<file path="config.mk">
export PLATFORM = sky130hd
export DESIGN_NAME = cfg_window_port
export DESIGN_NICKNAME = d
export VERILOG_FILES = /design/src/rtl/cfgwin_pkg.sv /design/src/rtl/cfgwin_dec.sv /design/src/rtl/cfgwin_wprot.sv /design/src/rtl/cfgwin_regbank.sv /design/src/rtl/cfg_window_port.sv
export SDC_FILE = /design/constraint.sdc
export NUM_CORES = 1
export LEC_CHECK = 0
export BUFFER_PORTS_ARGS = -buffer_cell sky130_fd_sc_hd__buf_2
export CAP_MARGIN = 40
export CORE_MARGIN = 2
export CORE_UTILIZATION = 60
export CTS_CLUSTER_DIAMETER = 50
export DETAILED_ROUTE_END_ITERATION = 16
export GPL_ROUTABILITY_DRIVEN = 0
export HOLD_SLACK_MARGIN = 0.12
export PLACE_DENSITY = 0.83
export SYNTH_ARGS = -nofsm -noshare
export SYNTH_HDL_FRONTEND = slang
export SYNTH_SLANG_ARGS = --single-unit
</file>
<file path="constraint.sdc">
create_clock -name clk -period 3.35 [get_ports clk]
set_input_delay 0.1675 -clock clk [delete_from_list [all_inputs] [get_ports clk]]
set_output_delay 0.1675 -clock clk [all_outputs]
set_load 0.005 [all_outputs]
</file>
<file path="src/rtl/cfgwin_pkg.sv">
package cfgwin_pkg;

    typedef struct packed {
        logic [7:0] idx;
        logic       reloc;
    } cfgwin_ctl_t;

    // Protect map: only a sparse subset of the top 32 indices accepts writes.
    function automatic logic idx_writable(input logic [7:0] i);
        logic ro;
        ro = (i inside {8'hE4, 8'hE5, [8'hE9:8'hED], 8'hF3, 8'hF5, 8'hF7,
                        [8'hF9:8'hFB], [8'hFD:8'hFF]});
        return (i >= 8'hE0) && !ro;
    endfunction

    function automatic logic [7:0] idx_default(input logic [7:0] i);
        case (i)
            8'hE0:   return 8'h3C;
            8'hE2:   return 8'h03;
            8'hE3:   return 8'hFC;
            8'hE6:   return 8'hDE;
            8'hE7:   return 8'hFE;
            8'hE8:   return 8'hBE;
            default: return 8'h00;
        endcase
    endfunction

    // Relocation registers: a value other than the default is flagged.
    function automatic logic idx_is_reloc(input logic [7:0] i);
        return (i == 8'hE7) || (i == 8'hE8);
    endfunction

endpackage

</file>
<file path="src/rtl/cfgwin_dec.sv">
module cfgwin_dec #(
    parameter int              ADDR_W    = 16,
    parameter logic [ADDR_W-1:0] BASE_ADDR = 16'h03F0
) (
    input  logic [ADDR_W-1:0] addr,
    input  logic              win_en,
    input  logic              wr,
    input  logic              rd,
    output logic              idx_wr,
    output logic              dat_wr,
    output logic              idx_rd,
    output logic              dat_rd
);
    localparam logic [ADDR_W-1:0] DATA_ADDR = BASE_ADDR + ADDR_W'(1);

    logic hit_idx, hit_dat;

    always_comb begin
        hit_idx = win_en && (addr == BASE_ADDR);
        hit_dat = win_en && (addr == DATA_ADDR);
        idx_wr  = wr && hit_idx;
        dat_wr  = wr && hit_dat;
        idx_rd  = rd && hit_idx;
        dat_rd  = rd && hit_dat;
    end
endmodule

</file>
<file path="src/rtl/cfgwin_wprot.sv">
module cfgwin_wprot
    import cfgwin_pkg::*;
(
    input  logic       dat_wr,
    input  logic [7:0] idx,
    input  logic [7:0] wdata,
    output logic       reg_we,
    output logic       reloc_hit
);
    always_comb begin
        reg_we    = dat_wr && idx_writable(idx);
        reloc_hit = reg_we && idx_is_reloc(idx) && (wdata != idx_default(idx));
    end
endmodule

</file>
<file path="src/rtl/cfgwin_regbank.sv">
module cfgwin_regbank
    import cfgwin_pkg::*;
#(
    parameter int WIN_LO = 224
) (
    input  logic       clk,
    input  logic       rst_n,
    input  logic       we,
    input  logic [7:0] idx,
    input  logic [7:0] wdata,
    output logic [7:0] rdata
);
    localparam int NREGS = 256 - WIN_LO;

    logic [7:0] ent_q [NREGS];

    for (genvar g = 0; g < NREGS; g++) begin : g_ent
        localparam logic [7:0] MY_IDX = 8'(WIN_LO + g);
        localparam logic [7:0] RST_V  = idx_default(MY_IDX);
        logic [7:0] ent_d;

        always_comb begin
            ent_d = ent_q[g];
            if (we && (idx == MY_IDX)) begin
                ent_d = wdata;
            end
        end

        always_ff @(posedge clk or negedge rst_n) begin
            if (!rst_n) begin
                ent_q[g] <= RST_V;
            end else begin
                ent_q[g] <= ent_d;
            end
        end
    end

    always_comb begin
        rdata = 8'h00;
        for (int k = 0; k < NREGS; k++) begin
            if (idx == 8'(WIN_LO + k)) begin
                rdata = ent_q[k];
            end
        end
    end
endmodule

</file>
<file path="src/rtl/cfg_window_port.sv">
module cfg_window_port
    import cfgwin_pkg::*;
#(
    parameter int                ADDR_W    = 16,
    parameter logic [ADDR_W-1:0] BASE_ADDR = 16'h03F0,
    parameter int                WIN_LO    = 224
) (
    input  logic              clk,
    input  logic              rst_n,
    input  logic [ADDR_W-1:0] io_addr,
    input  logic              io_wr,
    input  logic              io_rd,
    input  logic [7:0]        io_wdata,
    input  logic              win_en,
    output logic [7:0]        io_rdata,
    output logic              io_rdata_oe,
    output logic              reloc_flag
);
    cfgwin_ctl_t st_d, st_q;

    logic       idx_wr, dat_wr, idx_rd, dat_rd;
    logic       reg_we, reloc_hit;
    logic [7:0] bank_rd;
    logic [7:0] idx_cur;

    cfgwin_dec #(
        .ADDR_W    (ADDR_W),
        .BASE_ADDR (BASE_ADDR)
    ) u_dec (
        .addr   (io_addr),
        .win_en (win_en),
        .wr     (io_wr),
        .rd     (io_rd),
        .idx_wr (idx_wr),
        .dat_wr (dat_wr),
        .idx_rd (idx_rd),
        .dat_rd (dat_rd)
    );

    cfgwin_wprot u_wprot (
        .dat_wr    (dat_wr),
        .idx       (st_q.idx),
        .wdata     (io_wdata),
        .reg_we    (reg_we),
        .reloc_hit (reloc_hit)
    );

    cfgwin_regbank #(
        .WIN_LO (WIN_LO)
    ) u_bank (
        .clk   (clk),
        .rst_n (rst_n),
        .we    (reg_we),
        .idx   (st_q.idx),
        .wdata (io_wdata),
        .rdata (bank_rd)
    );

    always_comb begin
        st_d = st_q;
        if (idx_wr) begin
            st_d.idx = io_wdata;
        end
        if (reloc_hit) begin
            st_d.reloc = 1'b1;
        end
    end

    always_ff @(posedge clk or negedge rst_n) begin
        if (!rst_n) begin
            st_q <= '0;
        end else begin
            st_q <= st_d;
        end
    end

    always_comb begin
        idx_cur     = st_q.idx;
        reloc_flag  = st_q.reloc;
        io_rdata_oe = idx_rd || dat_rd;
        if (idx_rd) begin
            io_rdata = st_q.idx;
        end else if (dat_rd) begin
            io_rdata = bank_rd;
        end else begin
            io_rdata = 8'hFF;
        end
    end
endmodule

</file>
# == Yosys cells after proc, flatten, opt, wreduce, memory -nomap -nowiden ==
# Index checks and enable logic that the tools add are counted.
# op_classes
n_lt_le_gt_ge,7
n_eq_ne,35
muxes,35
n_reduce_logical,49
# op_table
operator,count
2-to-1 mux 8 bit,34
"equality test 8 bit, second input constant",32
case mux 8 bit (6 select lines),1
logical AND 1 bit,45
"equality test 16 x 10 -> 1 bit, second input constant",2
"greater-or-equal comparator 8 bit, second input constant",4
"less-or-equal comparator 8 bit, second input constant",3
inequality test 8 bit,1
nonzero test 8 bit,1
logical OR 1 bit,2
logical NOT 1 bit,1
# totals
reg_bits,265
input_bits,29
out_inout_bits,10
wordCells,160

# == Depth between registers and ports, before layout ==
# Gate-level depths: netlist of the first run.
# logic_depth
word_depth,35
ltp_mapped,11
ltp_nobuf,9

# == Hierarchy ==
# From an unflattened synthesis of the first run, not the netlist that was laid out.
# unflattened
hier_cells,1147
hier_area_um2,13863.3
# by_module_without_submodules
mod,instances,cells_per_inst,area_each_um2,seq_area_each_um2
cfgwin_regbank,1,1047,12972.4,6444.9
cfg_window_port,1,48,508.0,225.2
cfgwin_wprot,1,42,292.8,0.0
cfgwin_dec,1,10,90.1,0.0

# == Worst setup path after synthesis of the first run ==
# No wires, ideal clock.
# synth_timing
path_type,input to register
startpoint,in io_addr[10]
endpoint,reg u_bank.ent_q[248] in the netlist's numbering
setup_time_ns,0.125
arrival_ns,2.587
t_required_ns,3.225
path_slack_ns,0.638
cell_stages,9
n_path_buf,2
cell_sequence,or4_1 > nor4_2 > nand2_1 > or4_1 > buf_6 > or2_4 > buf_12 > nor2_8 > mux2_4
# synth_via
elab_chain_len,5
# synth_lines
element,line,text
"start, declared",cfg_window_port.sv:10,"input logic [ADDR_W-1:0] io_addr,"
equality test 16 x 10 -> 1 bit,cfgwin_dec.sv:20,hit_dat = win_en && (addr == DATA_ADDR);
logical AND 1 bit,cfgwin_dec.sv:20,
logical AND 1 bit,cfgwin_dec.sv:22,dat_wr = wr && hit_dat;
logical AND 1 bit,cfgwin_wprot.sv:11,reg_we = dat_wr && idx_writable(idx);
logical AND 1 bit,cfgwin_regbank.sv:24,if (we && (idx == MY_IDX)) begin
"end signal, assigned by index",cfgwin_regbank.sv:33,ent_q[g] <= ent_d;
"end, declared",cfgwin_regbank.sv:15,logic [7:0] ent_q [NREGS];
# No other way between the ends.
# A chain may end at the register's enable or synchronous reset.

# == Worst setup path in the final report of the first run ==
# layout_timing
startpoint,"reg st_q, in the netlist idx_cur[0]"
endpoint,out io_rdata[2]
# layout_via
elab_chain_len,35
elab_cells_between_ends,66
cone_classes,eq/ne: 32; mux: 34
# layout_lines
element,line,text
"start, declared",cfg_window_port.sv:19,"cfgwin_ctl_t st_d, st_q;"
"start signal, assigned",cfg_window_port.sv:73,st_q <= st_d;
equality test 8 bit,cfgwin_regbank.sv:41,if (idx == 8'(WIN_LO + k)) begin
2-to-1 mux 8 bit (31 in a row),cfgwin_regbank.sv:41,
2-to-1 mux 8 bit *,cfgwin_regbank.sv:41,
2-to-1 mux 8 bit *,cfg_window_port.sv:83,end else if (dat_rd) begin
2-to-1 mux 8 bit *,cfg_window_port.sv:81,if (idx_rd) begin
"end, declared",cfg_window_port.sv:15,"output logic [7:0] io_rdata,"
# Mark *: on every way between the ends. The rest lies on a longest branch, timed or not.

==> results of run 1 <==
-- layer usage --
layer | global-route usage [%] | wire (microns)
met1 | 46.4 | 14400
met2 | 47.4 | 15700
met3 | 10.5 | 5130
met4 | 15.0 | 2350
met5 | 0 | 0
-- where the power goes --
| group | switching (mW) | internal (mW) | leakage, nW | total [mW] |
|---|---|---|---|---|
| clock | 1.34 | 1.95 | 0.484 | 3.29 |
| sequential | 0.0000628 | 3.20 | 3.57 | 3.20 |
| combinational | 0.123 | 0.0277 | 2.99 | 0.151 |
| total | 1.46 | 5.18 | 7.04 | 6.64 |
-- state kept, by name, summed over array words and instances (netlist names) --
name	cells
idx_cur	8
u_bank.ent_q	256
reloc_flag	1
-- path summary, 6_finish.rpt --
path                                   from                 to  slack, ns  cells past startpoint
max                              idx_cur[0]        io_rdata[2]      -0.02                     11
min                             io_wdata[1]         idx_cur[1]       0.16                      3
max reg2reg                      idx_cur[0]  u_bank.ent_q[119]       0.35                     10
min reg2reg                u_bank.ent_q[46]   u_bank.ent_q[46]       0.37                      0
max in group asynchronous             rst_n  u_bank.ent_q[115]       1.92                      3
min in group asynchronous             rst_n         idx_cur[0]       0.22                      2
-- per-stage QoR --
stage          util [%]  setup slack [ns]  instance area (sq um)
6_report           69.2           -0.0177                  14600
5_1_grt            69.2            -0.106                  14600
4_1_cts            67.9           0.00435                  14400
3_5_place_dp       62.4             0.321                  13200
3_3_place_gp       62.4             0.380                  13200
2_1_floorplan         -             0.638                  13000
-- cells in the mapped netlist (9+ instances only) --
library cell  count
mux2_2           65
buf_2            14
nor2_1           65
a211oi_1         10
nor3_1           29
buf_1            13
mux2_4           80
nand2_1          57
o21ai_0          68
o22ai_1          22
nand3_1          13
dfstp_2          31
a221oi_1          9
clkbuf_1        175
a21oi_1          54
dfrtp_1         234
o211ai_1         10
mux2i_1          26
nor2_8           10
a31oi_1           9
-- logic make-up (layout without fill, tap and decap cells) --
family          count (synthesis)  after routing  share of synthesized area, %
flops                         265            265                          51.4
compound gates                259            259                          13.1
simple gates                  232            232                          10.1
buf+inv                       218            191                          6.95
mux                           179            179                          18.3
xor+xnor                        4              4                         0.270
-- tightest hold or removal path, delay by kind of cell --
| family | cells | cell delay (ns) |
|---|---|---|
| buf+inv | 1 | 0.29 |
| compound gates | 1 | 0.07 |
| simple gates | 1 | 0.12 |
-- cells in the final DEF (no fill, tap or decap), types with 6 or more instances in the layout --
master,Yosys,layout
nor2b_1,7,6
nor2_8,10,10
buf_2,14,37
clkbuf_1,175,6
o31ai_1,8,7
o211ai_1,10,10
dfstp_2,31,31
a21oi_1,54,51
nand2_1,57,54
a31oi_1,9,8
nor3_1,29,28
mux2_2,65,65
clkbuf_16,0,29
mux4_2,8,8
nor2_2,2,6
buf_4,1,74
nand3_1,13,12
dfrtp_1,234,226
buf_6,2,12
mux2i_1,26,26
nand4_1,8,8
o32ai_1,8,8
o22ai_1,22,19
mux2_4,80,80
o21ai_0,68,63
nor2_1,65,60
dfrtp_2,0,6
o221ai_1,8,7
a211oi_1,10,7
-- cell type report --
| class | count | area (sq um) | share of cell area [%] |
|---|---|---|---|
| Tap cell | 275 | 344 | 2.35 |
| Timing Repair Buffer | 131 | 986 | 6.73 |
| Clock inverter | 13 | 163 | 1.11 |
| Multi-Input combinational cell | 674 | 5620 | 38.4 |
| Sequential cell | 265 | 6690 | 45.7 |
| Clock buffer | 40 | 817 | 5.58 |
| Inverter | 7 | 28.8 | 0.197 |
-- repair_timing --
action,CTS,global route
endpoints found under the setup margin,6,8
hold buffers,2,0
gates resized for setup,20,57
endpoints found under the hold margin,106,0
pin swaps,4,5
setup buffers,12,9
==> key figures, run 1 <==
Yosys
  • Synth top area cells: dfrtp_1 (45%), mux2_4 (9.3%), dfstp_2 (6.3%)
  • Yosys reg bits: around 270
  • Area leader, netlist: dfrtp_1
  • Avg Cell Area, Syn: 11.2 sq um
  • Post-synth top flop: dfrtp_1
  • Number of synthesized flops with an enable pin: 0
  • Sequential area share after synthesis: between 50% and 60%
  • Top cell type's share of synthesized area: 45.1%
  • Syn Nets: 1186
  • Synth Instances: 1157
  • Fraction of registers with async set/reset: 100%
  • Syn. warnings: 0
  • Yosys cell types: 78
  • Post-synthesis cell area: 13000 sq um

Timing
  • Skew final: between 0.01 and 0.015 ns
  • Slew margin rel.: 34.8%
  • Least-Margin Pin Slew: 0.978 ns
  • Setup TNS: -0.0495 ns
  • Final slew viol count: 0
  • Final Critical Period: between 3 and 4 ns
  • RSZ-0062 raised after global routing: true
  • Final Hold Viols: 0
  • Final WS setup: -0.0177 ns
  • Setup violators final: 3
  • Min Hold Slack: 0.157 ns
  • Tcrit/Tclk final: 101%
  • F_max: 297 MHz

Run status
  • Violated checks: negative setup slack
  • Status: complete, but fails checks

Die
  • Core Box Area: 21200 sq um
  • IO Pins: 39
  • Die Ht: 151 microns
  • Starting density of the core: 61.4%
  • Die area: 22800 sq um
  • Row cnt: 53
  • Die W: around 150 microns

Finish
  • Share of layout cells above drive strength 1: 38.7%
  • Number of fillers in the final layout: 1319
  • Final net count: 1137
  • Inserted Diodes: 0
  • Post-route insts no fill: between 1k and 1.5k
  • Area delta synth->final: 12.8%

Route
  • DRC Markers: 0
  • Via count: 9764
  • Initial DRC count: 1638
  • Via density per instance: 6.95
  • Antenna Nets Post-Route: 0
  • Wire per inst: 26.7 microns
  • Drt pass-1 iters: 8
  • WL final: roughly 38000 microns

Global route
  • GRT Total Usage: 33.1%
  • Largest net degree at the start of global routing: 118
  • Total grt overflow: 0
  • Vias in the first global route: 9636
  • Initial antenna violation count: 0
  • First-pass GRT wire length: 57200 microns

Power and ir drop
  • Pwr/cell area: between 400 and 500 nW/um^2
  • VDD IR max: 0.000440 V
  • Pwr Total: 6.64 mW
  • Lkg Pwr: 7.04 nW

Setup path
  • CP max stage delay: 0.47 ns
  • CP Capture Type: primary output
  • Worst path slowest cell: dfrtp_4
  • CP bufs+invs: 3
  • Req. time, crit path: ~3.2 ns
  • Crit path cell chain: buf_4, buf_12, mux4_2, mux2_2, nand3_1, a31oi_1, o221ai_1, a21oi_2, o22ai_2, a22oi_2, buf_2
  • CP arrival: 3.20 ns
  • Setup CP Type: reg2out
  • CP Max Fanout: 21
  • CP startpoint kind: register
  • CP delay by family, top: compound AO/OA/AOI/OAI gates

Place
  • DP Wirelength: 23400 microns
  • Placed Cells: 1329
  • PortBufs: 38

Clock tree
  • CTS tree: yes
  • Worst-Skew Late Latency: 0.56 ns
  • Clock Sinks: roughly 270
  • CTS Root Cell: clkbuf_16
  • Total CTS buffers: 29
  • Clk buf depth: 3
  • H-tree depth: 1
  • Reg clk slew, reported paths: 0.06 ns

Worst hold path
  • HP Class: in2reg

Run
  • Max-cap violations: 0
Power figures use the tool's default switching activity.
==> run 2: changes to the inputs <==
--- a/config.mk
+++ b/config.mk
@@ -6,7 +6,6 @@
 export NUM_CORES = 1
 export LEC_CHECK = 0
 export BUFFER_PORTS_ARGS = -buffer_cell sky130_fd_sc_hd__buf_2
-export CAP_MARGIN = 40
 export CORE_MARGIN = 2
 export CORE_UTILIZATION = 60
 export CTS_CLUSTER_DIAMETER = 50
==> constraint.sdc (replaced) <==
create_clock -name clk -period 3.2 [get_ports clk]
set_input_delay 0.16 -clock clk [delete_from_list [all_inputs] [get_ports clk]]
set_output_delay 0.16 -clock clk [all_outputs]
set_load 0.005 [all_outputs]
==> key figures, run 2 (synthesis gave the netlist of run 1 again) <==
Power and ir drop
  • VDD IR max: 0.000416 V (-5.3%)
  • Int Power: 5.82 mW (+12%)
  • Clk pwr share: 52.8% (+3.3 points)
  • Lkg Pwr: 7.19 nW (+2.1%)
  • Combinational share of power: 2.2% (about the same)
  • Switching power: 1.63 mW (+12%)
  • Pwr/cell area: 496 nW/um^2 (+9.3%)
  • Seq pwr share: 45.0% (-3.2 points)
  • Switching fraction of total power: 21.9% (-0.10 points)

Die
  • Starting density of the core: 61.4% (unchanged)
  • Row cnt: 53 (unchanged)
  • Die area: 22800 sq um (unchanged)
  • Die Ht: 151 microns (unchanged)
  • IO Pins: 39 (unchanged)
  • Die W: 151 microns (unchanged)
  • Core Box Area: 21200 sq um (unchanged)

Finish
  • Final net count: 1142 (+0.44%)
  • Core Util, Final: 71.1% (+1.9 points)
  • Biggest register: u_bank.ent_q
  • Most common cell after layout, fill and taps aside: dfrtp_1
  • Share of layout cells above drive strength 1: 40.4% (+1.7 points)
  • Max reg flops: 256 (unchanged)
  • Inserted Diodes: 0 (unchanged)
  • Area delta synth->final: 15.9%
  • Commonest cells after routing, fill and taps aside: dfrtp_1 (228), mux2_4 (80), mux2_2 (65), buf_4 (65), o21ai_0 (62)

Setup path
  • Req. time, crit path: 3.04 ns (-0.14 ns)
  • CP Capture Type: primary output
  • Setup CP Type: reg2out
  • CP arrival: 3.18 ns (-0.02 ns)
  • CP startpoint kind: register
  • CP Max Fanout: 15 (-29%)

Clock tree
  • H-tree depth: 1 (unchanged)
  • Worst-Skew Late Latency: 0.56 ns (about the same)
  • Clock Sinks: 265 (unchanged)
  • CTS tree: yes
  • Reg clk slew, reported paths: 0.06 ns (about the same)
  • Clk buf depth: 3 (unchanged)
  • CTS Root Cell: clkbuf_16
  • Total CTS buffers: 31 (+6.9%)

Timing
  • Least-Margin Pin Slew: 0.888 ns (-0.0895 ns)
  • F_max: 300 MHz
  • Final slew viol count: 0 (unchanged)
  • Final Hold Viols: 0 (unchanged)
  • Final Critical Period: 3.34 ns
  • Tcrit/Tclk final: 104%
  • Min Hold Slack: 0.152 ns (-0.00457 ns)
  • RSZ-0062 raised after global routing: true
  • Slew margin rel.: 40.8% (+6.0 points)
  • Final WS setup: -0.137 ns (-0.119 ns)
  • Setup violators final: 7 (+4)
  • Skew final: 0.0130 ns (+0.000597 ns)
  • Setup TNS: -0.324 ns (-0.274 ns)

Run
  • Max-cap violations: 0 (unchanged)

Run status
  • Violated checks: negative setup slack
  • Status: complete, but fails checks

Route
  • Via density per instance: 6.86 (-1.2%)
  • WL final: 38400 microns (+2.1%)
  • DRT met1 WL: 14300 microns (-0.74%)
  • Initial DRC count: 1409 (-14%)
  • Wire per inst: 27.2 microns (+1.6%)
  • Via count: 9692 (-0.74%)
  • DRC Markers: 0 (unchanged)
  • Drt pass-1 iters: 6 (-2)
  • Highest Signal Layer: met4
  • Antenna Nets Post-Route: 0 (unchanged)
  • Wire length on met3: 4960 microns (-3.3%)
  • Met2 WL post-DR: 16900 microns (+7.9%)

Global route
  • GRT Total Usage: 33.5% (+0.38 points)
  • Initial antenna violation count: 0 (unchanged)
  • First-pass GRT wire length: 57500 microns (+0.57%)
  • Total grt overflow: 0 (unchanged)
  • Largest net degree at the start of global routing: 111 (-5.9%)
  • Vias in the first global route: 9801 (+1.7%)

Place
  • DP Wirelength: 22900 microns (-2.0%)
  • PortBufs: 38 (unchanged)
  • Post-placement worst setup slack: 0.122 ns (-0.199 ns)

Worst hold path
  • HP Class: in2reg
==> run 2: cell count changes in the layout (fill, tap and decap cells not counted), moves of 3 or more <==
cell       previous run  this run
buf_12                2         7
bufinv_16             3         6
clkbuf_1              6         1
nand2_2               4         7
buf_6                12        16
buf_4                74        65
clkbuf_16            29        32
==> run 2: power groups by stage <==
stage	logic [mW]	registers [mW]	clock network [mW]
4_1_cts	0.161	3.35	3.93
3_3_place_gp	0.153	3.41	0
5_1_grt	0.177	3.35	4.09
6_report	0.164	3.35	3.94
2_1_floorplan	0.0411	3.41	0
3_5_place_dp	0.156	3.41	0
==> run 2: path summary, 6_finish.rpt <==
| path | start | to | slack, ns | depth (start not counted) |
|---|---|---|---|---|
| worst max-delay path | idx_cur[0] | io_rdata[2] | -0.14 | 12 |
| worst min-delay path | io_wdata[0] | idx_cur[0] | 0.15 | 3 |
| worst max register to register | idx_cur[1] | u_bank.ent_q[117] | 0.19 | 9 |
| worst min register to register | u_bank.ent_q[46] | u_bank.ent_q[46] | 0.37 | 0 |
| max in group asynchronous | rst_n | u_bank.ent_q[199] | 2.04 | 3 |
| min in group asynchronous | rst_n | idx_cur[1] | 0.29 | 2 |
==> run 2: routing by layer <==
| metal | track usage [%] | up-vias |
|---|---|---|
| li1 | - | 3985 |
| met1 | 45.6 | 4706 |
| met2 | 49.4 | 787 |
| met3 | 9.49 | 214 |
| met4 | 16.6 | 0 |
| met5 | 0 | - |
==> run 2: final cells by class <==
cell class / count / area (sq um)
flip-flops and latches: 265 / 6680
inverters: 7 / 30.0
multi-input cells: 674 / 5690
clock buffers: 39 / 876
repair buffers: 134 / 1140
clock inverters: 18 / 282
fillers: 1262 / 6110
well taps: 275 / 344
==> run 2: per-stage QoR <==
stage          area (sq um)  power, mW  instances
2_1_floorplan         13000       3.45       1157
3_3_place_gp          13300       3.57       1338
3_5_place_dp          13300       3.57       1338
4_1_cts               14800       7.44       1408
5_1_grt               15000       7.61       1412
6_report              15000       7.46       1412
==> run 2: timing repair <==
action | 4_1_cts | 5_1_grt
hold endpoints to repair | 99 | 0
cloned | 1 | 1
hold buffers | 3 | 0
setup endpoints to repair | 8 | 8
buffers inserted | 9 | 3
gates resized for setup | 62 | 41
pin swaps | 7 | 13
==> run 2: critical path: stages, from the launching register on <==
cell and delay [ns]:
dfrtp_4 0.44, buf_4 0.18, buf_12 0.17, inv_2 0.07
buf_6 0.15, nor2_1 0.31, a21oi_1 0.19, nor2_1 0.23
o221ai_2 0.14, a21oi_2 0.21, o22ai_2 0.12, a22oi_1 0.24
buf_2 0.15
